==> src/rtl/cpc_pkg.sv <==
package cpc_pkg;

    typedef enum logic [1:0] {
        ST_IDLE  = 2'd0,
        ST_READ  = 2'd1,
        ST_EVAL  = 2'd2,
        ST_PULSE = 2'd3
    } cpc_state_e;

    typedef enum logic {
        STEP_LINE = 1'b0,
        STEP_GATE = 1'b1
    } step_mode_e;

endpackage

==> src/rtl/cpc_fsm.sv <==
module cpc_fsm
    import cpc_pkg::*;
(
    input  logic clk,
    input  logic rst_n,
    input  logic start,
    input  logic read_ack,
    input  logic pulse_ack,
    input  logic any_fire,
    output logic load,
    output logic rd_capture,
    output logic eval,
    output logic read_req,
    output logic pulse_req,
    output logic busy,
    output logic group_done
);

    cpc_state_e state_q, state_d;
    logic       done_q;

    always_comb begin
        state_d = state_q;
        unique case (state_q)
            ST_IDLE:  if (start)     state_d = ST_READ;
            ST_READ:  if (read_ack)  state_d = ST_EVAL;
            ST_EVAL:  state_d = any_fire ? ST_PULSE : ST_IDLE;
            ST_PULSE: if (pulse_ack) state_d = ST_READ;
            default:  state_d = ST_IDLE;
        endcase
    end

    always_ff @(posedge clk or negedge rst_n) begin
        if (!rst_n) begin
            state_q <= ST_IDLE;
            done_q  <= 1'b0;
        end else begin
            state_q <= state_d;
            if (state_q == ST_IDLE && start)
                done_q <= 1'b0;
            else if (state_q == ST_EVAL && !any_fire)
                done_q <= 1'b1;
        end
    end

    always_comb begin
        load       = (state_q == ST_IDLE) && start;
        rd_capture = (state_q == ST_READ) && read_ack;
        eval       = (state_q == ST_EVAL);
        read_req   = (state_q == ST_READ);
        pulse_req  = (state_q == ST_PULSE);
        busy       = (state_q != ST_IDLE);
        group_done = done_q;
    end

    a_r9_pulse_held: assert property (@(posedge clk) disable iff (!rst_n)
        pulse_req && !pulse_ack |=> pulse_req);
    a_r9_read_held: assert property (@(posedge clk) disable iff (!rst_n)
        read_req && !read_ack |=> read_req);
    a_r2_no_overlap: assert property (@(posedge clk) disable iff (!rst_n)
        !(read_req && pulse_req));
    a_r2_read_after_pulse: assert property (@(posedge clk) disable iff (!rst_n)
        pulse_req && pulse_ack |=> read_req);
    a_r8_done_idle: assert property (@(posedge clk) disable iff (!rst_n)
        group_done |-> !busy);

endmodule

==> src/rtl/cpc_lane.sv <==
module cpc_lane #(
    parameter int G_W        = 8,
    parameter int C_W        = 6,
    parameter int N_W        = 4,
    parameter int MAX_PULSES = 8,
    parameter int STEP_CODE  = 2,
    parameter int START_CODE = 4
) (
    input  logic           clk,
    input  logic           rst_n,
    input  logic           load,
    input  logic           en,
    input  logic [G_W-1:0] target,
    input  logic [G_W-1:0] tol,
    input  logic           rd_capture,
    input  logic [G_W-1:0] rd_data,
    input  logic           eval,
    output logic           want_fire,
    output logic           fire,
    output logic           set_dir,
    output logic [C_W-1:0] code,
    output logic [N_W-1:0] count,
    output logic           done,
    output logic           fail
);

    localparam logic [C_W-1:0] CODE_START = C_W'(START_CODE);
    localparam logic [N_W-1:0] CNT_LIMIT  = N_W'(MAX_PULSES);

    logic           active, pulsed;
    logic [G_W-1:0] tgt_q, tol_q, rd_q;
    logic [G_W:0]   band_lo, band_hi;
    logic           below, above, in_band, at_limit, open_lane;
    logic [C_W:0]   code_sum;
    logic [C_W-1:0] code_up;

    always_comb begin
        band_lo   = (tgt_q > tol_q) ? {1'b0, tgt_q - tol_q} : '0;
        band_hi   = {1'b0, tgt_q} + {1'b0, tol_q};
        below     = {1'b0, rd_q} < band_lo;
        above     = {1'b0, rd_q} > band_hi;
        in_band   = !below && !above;
        at_limit  = (count == CNT_LIMIT);
        open_lane = active && !done && !fail;
        want_fire = open_lane && !in_band && !at_limit;
        code_sum  = {1'b0, code} + (C_W+1)'(STEP_CODE);
        code_up   = code_sum[C_W] ? '1 : code_sum[C_W-1:0];
    end

    always_ff @(posedge clk or negedge rst_n) begin
        if (!rst_n) begin
            active  <= 1'b0;
            pulsed  <= 1'b0;
            tgt_q   <= '0;
            tol_q   <= '0;
            rd_q    <= '0;
            fire    <= 1'b0;
            set_dir <= 1'b0;
            code    <= CODE_START;
            count   <= '0;
            done    <= 1'b0;
            fail    <= 1'b0;
        end else begin
            if (rd_capture)
                rd_q <= rd_data;
            if (load) begin
                active  <= en;
                pulsed  <= 1'b0;
                tgt_q   <= target;
                tol_q   <= tol;
                fire    <= 1'b0;
                set_dir <= 1'b0;
                code    <= CODE_START;
                count   <= '0;
                done    <= 1'b0;
                fail    <= 1'b0;
            end else if (eval) begin
                fire <= want_fire;
                if (open_lane) begin
                    if (in_band) begin
                        done <= 1'b1;
                    end else if (at_limit) begin
                        fail <= 1'b1;
                    end else begin
                        set_dir <= below;
                        code    <= (!pulsed || set_dir != below) ? CODE_START : code_up;
                        pulsed  <= 1'b1;
                        count   <= count + N_W'(1);
                    end
                end
            end
        end
    end

    a_r7_count_bound: assert property (@(posedge clk) disable iff (!rst_n)
        count <= CNT_LIMIT);
    a_r3_done_fail_excl: assert property (@(posedge clk) disable iff (!rst_n)
        !(done && fail));
    a_r3_done_sticky: assert property (@(posedge clk) disable iff (!rst_n)
        done && !load |=> done && !fire);
    a_r7_fail_quiet: assert property (@(posedge clk) disable iff (!rst_n)
        fail && !load |=> !fire);
    a_r6_turn_restart: assert property (@(posedge clk) disable iff (!rst_n)
        eval && want_fire && pulsed && (set_dir != below) |=> code == CODE_START);
    a_r5_step_up: assert property (@(posedge clk) disable iff (!rst_n)
        eval && want_fire && pulsed && (set_dir == below) |=> code >= $past(code));

endmodule

==> src/rtl/cpc_maxred.sv <==
module cpc_maxred #(
    parameter int NCELL = 2,
    parameter int N_W   = 4
) (
    input  logic [NCELL*N_W-1:0] counts,
    output logic [N_W-1:0]       max_count
);

    logic [N_W-1:0] chain [NCELL+1];

    assign chain[0] = '0;

    for (genvar i = 0; i < NCELL; i++) begin : g_stage
        logic [N_W-1:0] cur;
        assign cur         = counts[i*N_W +: N_W];
        assign chain[i+1]  = (cur > chain[i]) ? cur : chain[i];
    end

    assign max_count = chain[NCELL];

endmodule

==> src/rtl/cell_prog_ctrl.sv <==
module cell_prog_ctrl
    import cpc_pkg::*;
#(
    parameter int NCELL      = 2,
    parameter int G_W        = 8,
    parameter int C_W        = 6,
    parameter int MAX_PULSES = 8,
    parameter int STEP_CODE  = 2,
    parameter int START_CODE = 4,
    parameter int LINE_HOLD  = 10,
    parameter int GATE_HOLD  = 10,
    localparam int N_W       = $clog2(MAX_PULSES + 1)
) (
    input  logic                   clk,
    input  logic                   rst_n,
    input  logic                   start,
    input  logic                   step_mode,
    input  logic [NCELL-1:0]       cell_en,
    input  logic [NCELL*G_W-1:0]   target,
    input  logic [G_W-1:0]         tol,
    output logic                   read_req,
    output logic [C_W-1:0]         read_gate,
    input  logic                   read_ack,
    input  logic [NCELL*G_W-1:0]   read_data,
    output logic                   pulse_req,
    output logic [NCELL-1:0]       pulse_fire,
    output logic [NCELL-1:0]       pulse_set,
    output logic [NCELL*C_W-1:0]   pulse_line,
    output logic [NCELL*C_W-1:0]   pulse_gate,
    input  logic                   pulse_ack,
    output logic                   busy,
    output logic                   group_done,
    output logic [NCELL-1:0]       cell_done,
    output logic [NCELL-1:0]       cell_fail,
    output logic [NCELL*N_W-1:0]   cell_count,
    output logic [N_W-1:0]         group_count
);

    localparam logic [C_W-1:0] LINE_FIX = C_W'(LINE_HOLD);
    localparam logic [C_W-1:0] GATE_FIX = C_W'(GATE_HOLD);

    logic             load, rd_capture, eval;
    logic [NCELL-1:0] want_vec, en_q;
    step_mode_e       mode_q;

    always_ff @(posedge clk or negedge rst_n) begin
        if (!rst_n) begin
            mode_q <= STEP_LINE;
            en_q   <= '0;
        end else if (load) begin
            mode_q <= step_mode_e'(step_mode);
            en_q   <= cell_en;
        end
    end

    cpc_fsm u_fsm (
        .clk        (clk),
        .rst_n      (rst_n),
        .start      (start),
        .read_ack   (read_ack),
        .pulse_ack  (pulse_ack),
        .any_fire   (|want_vec),
        .load       (load),
        .rd_capture (rd_capture),
        .eval       (eval),
        .read_req   (read_req),
        .pulse_req  (pulse_req),
        .busy       (busy),
        .group_done (group_done)
    );

    for (genvar i = 0; i < NCELL; i++) begin : g_lane
        logic [C_W-1:0] code;

        cpc_lane #(
            .G_W        (G_W),
            .C_W        (C_W),
            .N_W        (N_W),
            .MAX_PULSES (MAX_PULSES),
            .STEP_CODE  (STEP_CODE),
            .START_CODE (START_CODE)
        ) u_lane (
            .clk        (clk),
            .rst_n      (rst_n),
            .load       (load),
            .en         (cell_en[i]),
            .target     (target[i*G_W +: G_W]),
            .tol        (tol),
            .rd_capture (rd_capture),
            .rd_data    (read_data[i*G_W +: G_W]),
            .eval       (eval),
            .want_fire  (want_vec[i]),
            .fire       (pulse_fire[i]),
            .set_dir    (pulse_set[i]),
            .code       (code),
            .count      (cell_count[i*N_W +: N_W]),
            .done       (cell_done[i]),
            .fail       (cell_fail[i])
        );

        assign pulse_line[i*C_W +: C_W] = (mode_q == STEP_LINE) ? code : LINE_FIX;
        assign pulse_gate[i*C_W +: C_W] = (mode_q == STEP_GATE) ? code : GATE_FIX;
    end

    cpc_maxred #(
        .NCELL (NCELL),
        .N_W   (N_W)
    ) u_maxred (
        .counts    (cell_count),
        .max_count (group_count)
    );

    assign read_gate = '1;

    a_r8_disabled_quiet: assert property (@(posedge clk) disable iff (!rst_n)
        pulse_req |-> (pulse_fire & ~en_q) == '0);
    a_r8_disabled_clean: assert property (@(posedge clk) disable iff (!rst_n)
        ((cell_done | cell_fail) & ~en_q) == '0);
    a_r8_complete: assert property (@(posedge clk) disable iff (!rst_n)
        $rose(group_done) |-> ((cell_done | cell_fail) == en_q));
    a_r2_fire_only_pulse: assert property (@(posedge clk) disable iff (!rst_n)
        read_req |-> pulse_fire == '0 || !pulse_req);

endmodule

==> config.mk <==
export PLATFORM = sky130hd
export DESIGN_NAME = cell_prog_ctrl
export DESIGN_NICKNAME = d
export VERILOG_FILES = /design/src/rtl/cpc_pkg.sv /design/src/rtl/cpc_fsm.sv /design/src/rtl/cpc_lane.sv /design/src/rtl/cpc_maxred.sv /design/src/rtl/cell_prog_ctrl.sv
export SDC_FILE = /design/constraint.sdc
export NUM_CORES = 1
export LEC_CHECK = 0
export ABC_AREA = 1
export BUFFER_PORTS_ARGS = -buffer_cell sky130_fd_sc_hd__buf_2
export CORE_ASPECT_RATIO = 1.1
export CORE_MARGIN = 8
export CORE_UTILIZATION = 58
export CTS_CLUSTER_SIZE = 14
export DETAILED_ROUTE_END_ITERATION = 8
export PLACE_DENSITY = 0.82
export SYNTH_ARGS = -nofsm -noshare
export SYNTH_HDL_FRONTEND = slang
export SYNTH_SLANG_ARGS = --single-unit
==> constraint.sdc <==
create_clock -name clk -period 3.8 [get_ports clk]
set_input_delay 0.57 -clock clk [delete_from_list [all_inputs] [get_ports clk]]
set_output_delay 0.57 -clock clk [all_outputs]
set_load 0.01 [all_outputs]
==> results.py <==
metrics = {
    "drt": {
        "firstDrtPassIters": 9,
        "avgViaCountPerCell": 5.17,
        "drt-initial-drc-count": 327,
        "vias": 5354,
        "drc_errors": 0,
        "drt-wirelength-per-cell_um": 14.1,
        "drt.antenna.violating_nets": 0,
        "totalWireLength_um": 14500,
    },
    "sta": {
        "finalSetupViolations": 0,
        "timing.slew.headroom_pct": 36.1,
        "fin_crit_sh_pct": 92.5,
        "timing.final.ws_setup_ns": 0.283,
        "final_count_of_pins_violating_max_slew": 0,
        "fin_crit_ns": 3.52,
        "final.setup.tns_ns": 0,
        "timing.fmax_mhz": 284,
        "finClkSkew_ns": 0.00467,
        "timing_hold_violations_final": 0,
        "worstMarginPinSlew_ns": 0.959,
        "grt_setup_unrepaired": "false",
    },
    "clocking": {
        "clock_tree_from_tritoncts": "yes",
        "cts_root_buffer": "sky130_fd_sc_hd__clkbuf_16",
        "cts_buffer_depth": 2,
        "clk-insertion-delay-late_ns": 0.34,
        "htree_levels": 3,
        "clkSlewWorstSetupHoldPaths_ns": 0.06,
        "cts_hold_buffers": 0,
        "cts-buffers-inserted": 9,
        "clock_sink_count": 76,
        "cts.repair_timing.setup_buffer_count": 0,
    },
    "min_path": {
        "hold_class": "in2async",
    },
    "floorplan": {
        "floorplan.initialDensity_pct": 59.1,
        "io_pins": 102,
        "placeableCoreArea_um2": 10300,
        "dieHeight_um": 123,
        "die_w_um": 114,
        "floorplan.die_area_um2": 14000,
        "placementRows": 39,
    },
    "critical_path": {
        "reg2reg_setup_slack_ns": 0.28,
        "critPathRequiredTime_ns": 4.04,
        "path_max_fanout": 7,
        "rr_startpoint": "g_lane[0].u_lane.tol_q[0]",
        "ff2ff_path_depth": 19,
        "worst_ep_arrival_time_ns": 3.76,
        "crit_path_frequent_cell": "sky130_fd_sc_hd__nand2_1",
        "worstSetupStartpointType": "flip-flop",
        "cp_cell_sequence": "ha_1 -> fa_1 -> inv_1 -> nand2_1 -> nand2_2 -> nand2_1 -> nand2_1 -> and2_1 -> nand3_1 -> ha_1 -> a21oi_1 -> o21ai_0 -> a21oi_2 -> nand2_4 -> nand2_2 -> nand3_1 -> nor2_1 -> nand2_1 -> o21ai_1",
        "crit_buf_inv": 1,
        "critPathKind": "reg2reg",
        "crit_path_top_delay_cell": "sky130_fd_sc_hd__dfrtp_1",
        "timing.critical_path.max_delay_family": "simple AND/OR/NAND/NOR gates",
        "cp_slowest_stage_delay_ns": 0.43,
        "r2r-end": "g_lane[1].u_lane.code[4]",
        "worstSetupEndpointType": "flip-flop",
    },
    "global_routing": {
        "first_global_vias": 5296,
        "grt_usage_pct": 21.6,
        "gr-total-overflow": 0,
        "grt_pass1_wl_um": 24600,
        "number_of_antenna_violations_at_the_first_check_in_global_routing": 1,
        "maximum_number_of_pins_on_one_net_before_global_route_repair": 77,
    },
    "logic_synthesis": {
        "synth-seq-area-share_pct": 31.3,
        "synthDistinctLibCells": 41,
        "most_frequent_cells_after_synthesis": "216 x sky130_fd_sc_hd__nand2_1, 116 x sky130_fd_sc_hd__inv_1, 76 x sky130_fd_sc_hd__ha_1",
        "syn_inst": 809,
        "yosys_top_cell_by_area": "sky130_fd_sc_hd__dfrtp_1",
        "synth_seq_cells": 76,
        "postSynthAreaPerCell_um2": 7.52,
        "yosysWarningCount": 0,
        "post-synth-top-count-cell": "sky130_fd_sc_hd__nand2_1",
        "synth_top_area_share_pct": 30.4,
        "synth_enable_flop_cells": 0,
        "synth.cell_area_um2": 6080,
        "synthFlopType": "sky130_fd_sc_hd__dfrtp_1",
        "synth_async_sr_flop_share_pct": 100,
        "synth_area_leaders": "sky130_fd_sc_hd__dfrtp_1 30%, sky130_fd_sc_hd__ha_1 16%, sky130_fd_sc_hd__nand2_1 13%",
    },
    "placed_design": {
        "gp_congestion": 0.917,
        "post-dp-hpwl_um": 11000,
        "dp_slack_ns": 0.163,
        "buffer_ports.inserted": 95,
    },
    "final_layout": {
        "share_of_layout_cells_above_drive_strength_1_pct": 18.1,
        "syn2layout_area_growth_pct": 12.8,
        "layout.nets": 1014,
        "layout.core_utilization_pct": 66.7,
    },
    "status": {
        "status": "complete, no violations",
    },
    "job": {
        "drv.max_cap_violation_count": 0,
    },
}
==> layout make-up <==
| class | count | area (µm²) |
|---|---|---|
| Sequential cell | 76 | 1910 |
| Clock inverter | 2 | 35.0 |
| Timing Repair Buffer | 96 | 485 |
| Multi-Input combinational cell | 584 | 3560 |
| Clock buffer | 14 | 254 |
| Antenna cell | 1 | 2.50 |
| Tap cell | 143 | 179 |
| Fill cell | 881 | 3430 |
| Inverter | 119 | 447 |
==> cells in the final DEF, fill, tap and decap left out, types with 2 or more instances in the layout <==
| master | n |
|---|---|
| sky130_fd_sc_hd__clkbuf_16 | 9 |
| sky130_fd_sc_hd__nand4_1 | 14 |
| sky130_fd_sc_hd__nand3_1 | 47 |
| sky130_fd_sc_hd__nor3_1 | 4 |
| sky130_fd_sc_hd__dfstp_2 | 2 |
| sky130_fd_sc_hd__o21bai_1 | 2 |
| sky130_fd_sc_hd__o31ai_1 | 2 |
| sky130_fd_sc_hd__ha_1 | 76 |
| sky130_fd_sc_hd__xor2_1 | 22 |
| sky130_fd_sc_hd__nand2_4 | 7 |
| sky130_fd_sc_hd__a21oi_2 | 2 |
| sky130_fd_sc_hd__inv_1 | 116 |
| sky130_fd_sc_hd__or2_2 | 7 |
| sky130_fd_sc_hd__clkbuf_1 | 4 |
| sky130_fd_sc_hd__inv_2 | 3 |
| sky130_fd_sc_hd__nor3_2 | 2 |
| sky130_fd_sc_hd__mux2_2 | 14 |
| sky130_fd_sc_hd__nor2_2 | 2 |
| sky130_fd_sc_hd__dfrtp_1 | 73 |
| sky130_fd_sc_hd__conb_1 | 6 |
| sky130_fd_sc_hd__nand3_2 | 2 |
| sky130_fd_sc_hd__nor2_1 | 50 |
| sky130_fd_sc_hd__buf_4 | 2 |
| sky130_fd_sc_hd__a31oi_1 | 3 |
| sky130_fd_sc_hd__nand2_2 | 7 |
| sky130_fd_sc_hd__buf_2 | 94 |
| sky130_fd_sc_hd__nand2_1 | 216 |
| sky130_fd_sc_hd__fa_1 | 4 |
| sky130_fd_sc_hd__o21ai_0 | 22 |
| sky130_fd_sc_hd__nor2_4 | 2 |
| sky130_fd_sc_hd__o21ai_1 | 17 |
| sky130_fd_sc_hd__o211ai_1 | 2 |
| sky130_fd_sc_hd__a21oi_1 | 43 |
==> per-stage QoR <==
| step | instance area [µm²] | std cells | hold WS [ns] |
|---|---|---|---|
| 5_1_grt | 6860 | 1035 | 0.432 |
| 3_5_place_dp | 6560 | 1018 | 0.468 |
| 2_1_floorplan | 6100 | 814 | 0.274 |
| 6_report | 6860 | 1035 | 0.381 |
| 3_3_place_gp | 6560 | 1018 | 0.474 |
| 4_1_cts | 6850 | 1034 | 0.426 |
==> metal layers <==
| layer | up-vias | GRT usage (%) | wire (µm) |
|---|---|---|---|
| li1 | 2715 | - | - |
| met1 | 2472 | 27.5 | 6580 |
| met2 | 140 | 35.7 | 6900 |
| met3 | 27 | 4.54 | 784 |
| met4 | 0 | 8.08 | 284 |
| met5 | - | 0 | 0 |
==> repair_timing <==
action                                 4_1_cts  5_1_grt
endpoints found under the hold margin        0        0
setup endpoints to repair                    0       25
gates resized for setup                      0        6
==> worst max-delay path by stage <==
stage | startpoint | endpoint | cells after the start
2_1_floorplan | g_lane[0].u_lane.tol_q[0] | g_lane[0].u_lane.code[4] | 23
5_1_grt | g_lane[0].u_lane.tol_q[3] | g_lane[1].u_lane.code[4] | 20
6_report | g_lane[0].u_lane.tol_q[0] | g_lane[1].u_lane.code[4] | 19
3_5_place_dp | g_lane[0].u_lane.tol_q[1] | g_lane[0].u_lane.code[0] | 25
4_1_cts | g_lane[0].u_lane.tol_q[1] | g_lane[0].u_lane.code[0] | 25
3_3_place_gp | g_lane[0].u_lane.tol_q[1] | g_lane[0].u_lane.code[0] | 25
==> flip-flops by register name, indices dropped and copies added, names as in the netlist, 8 cells and up <==
| signal | count |
|---|---|
| g_lane.u_lane.code | 12 |
| g_lane.u_lane.count | 8 |
| g_lane.u_lane.rd_q | 16 |
| g_lane.u_lane.tgt_q | 16 |
| g_lane.u_lane.tol_q | 8 |
==> cells by family (layout without fill, tap and decap cells) <==
logic type               after synthesis  after routing  synth area share (%)
AO/OA/AOI/OAI                         96             96                  8.43
XOR/XNOR                              23             23                  3.31
adder cells (fa/ha/maj)               80             80                  16.9
buffers and inverters                154            231                  10.8
flip-flops                            76             76                  31.3
multiplexers                          14             14                  2.59
other                                  1              7                0.0616
AND/OR/NAND/NOR                      365            365                  26.6
Power is left out: the tool's default activity adds up to more than one toggle a clock period on the data nets, which glitch-free logic cannot reach.
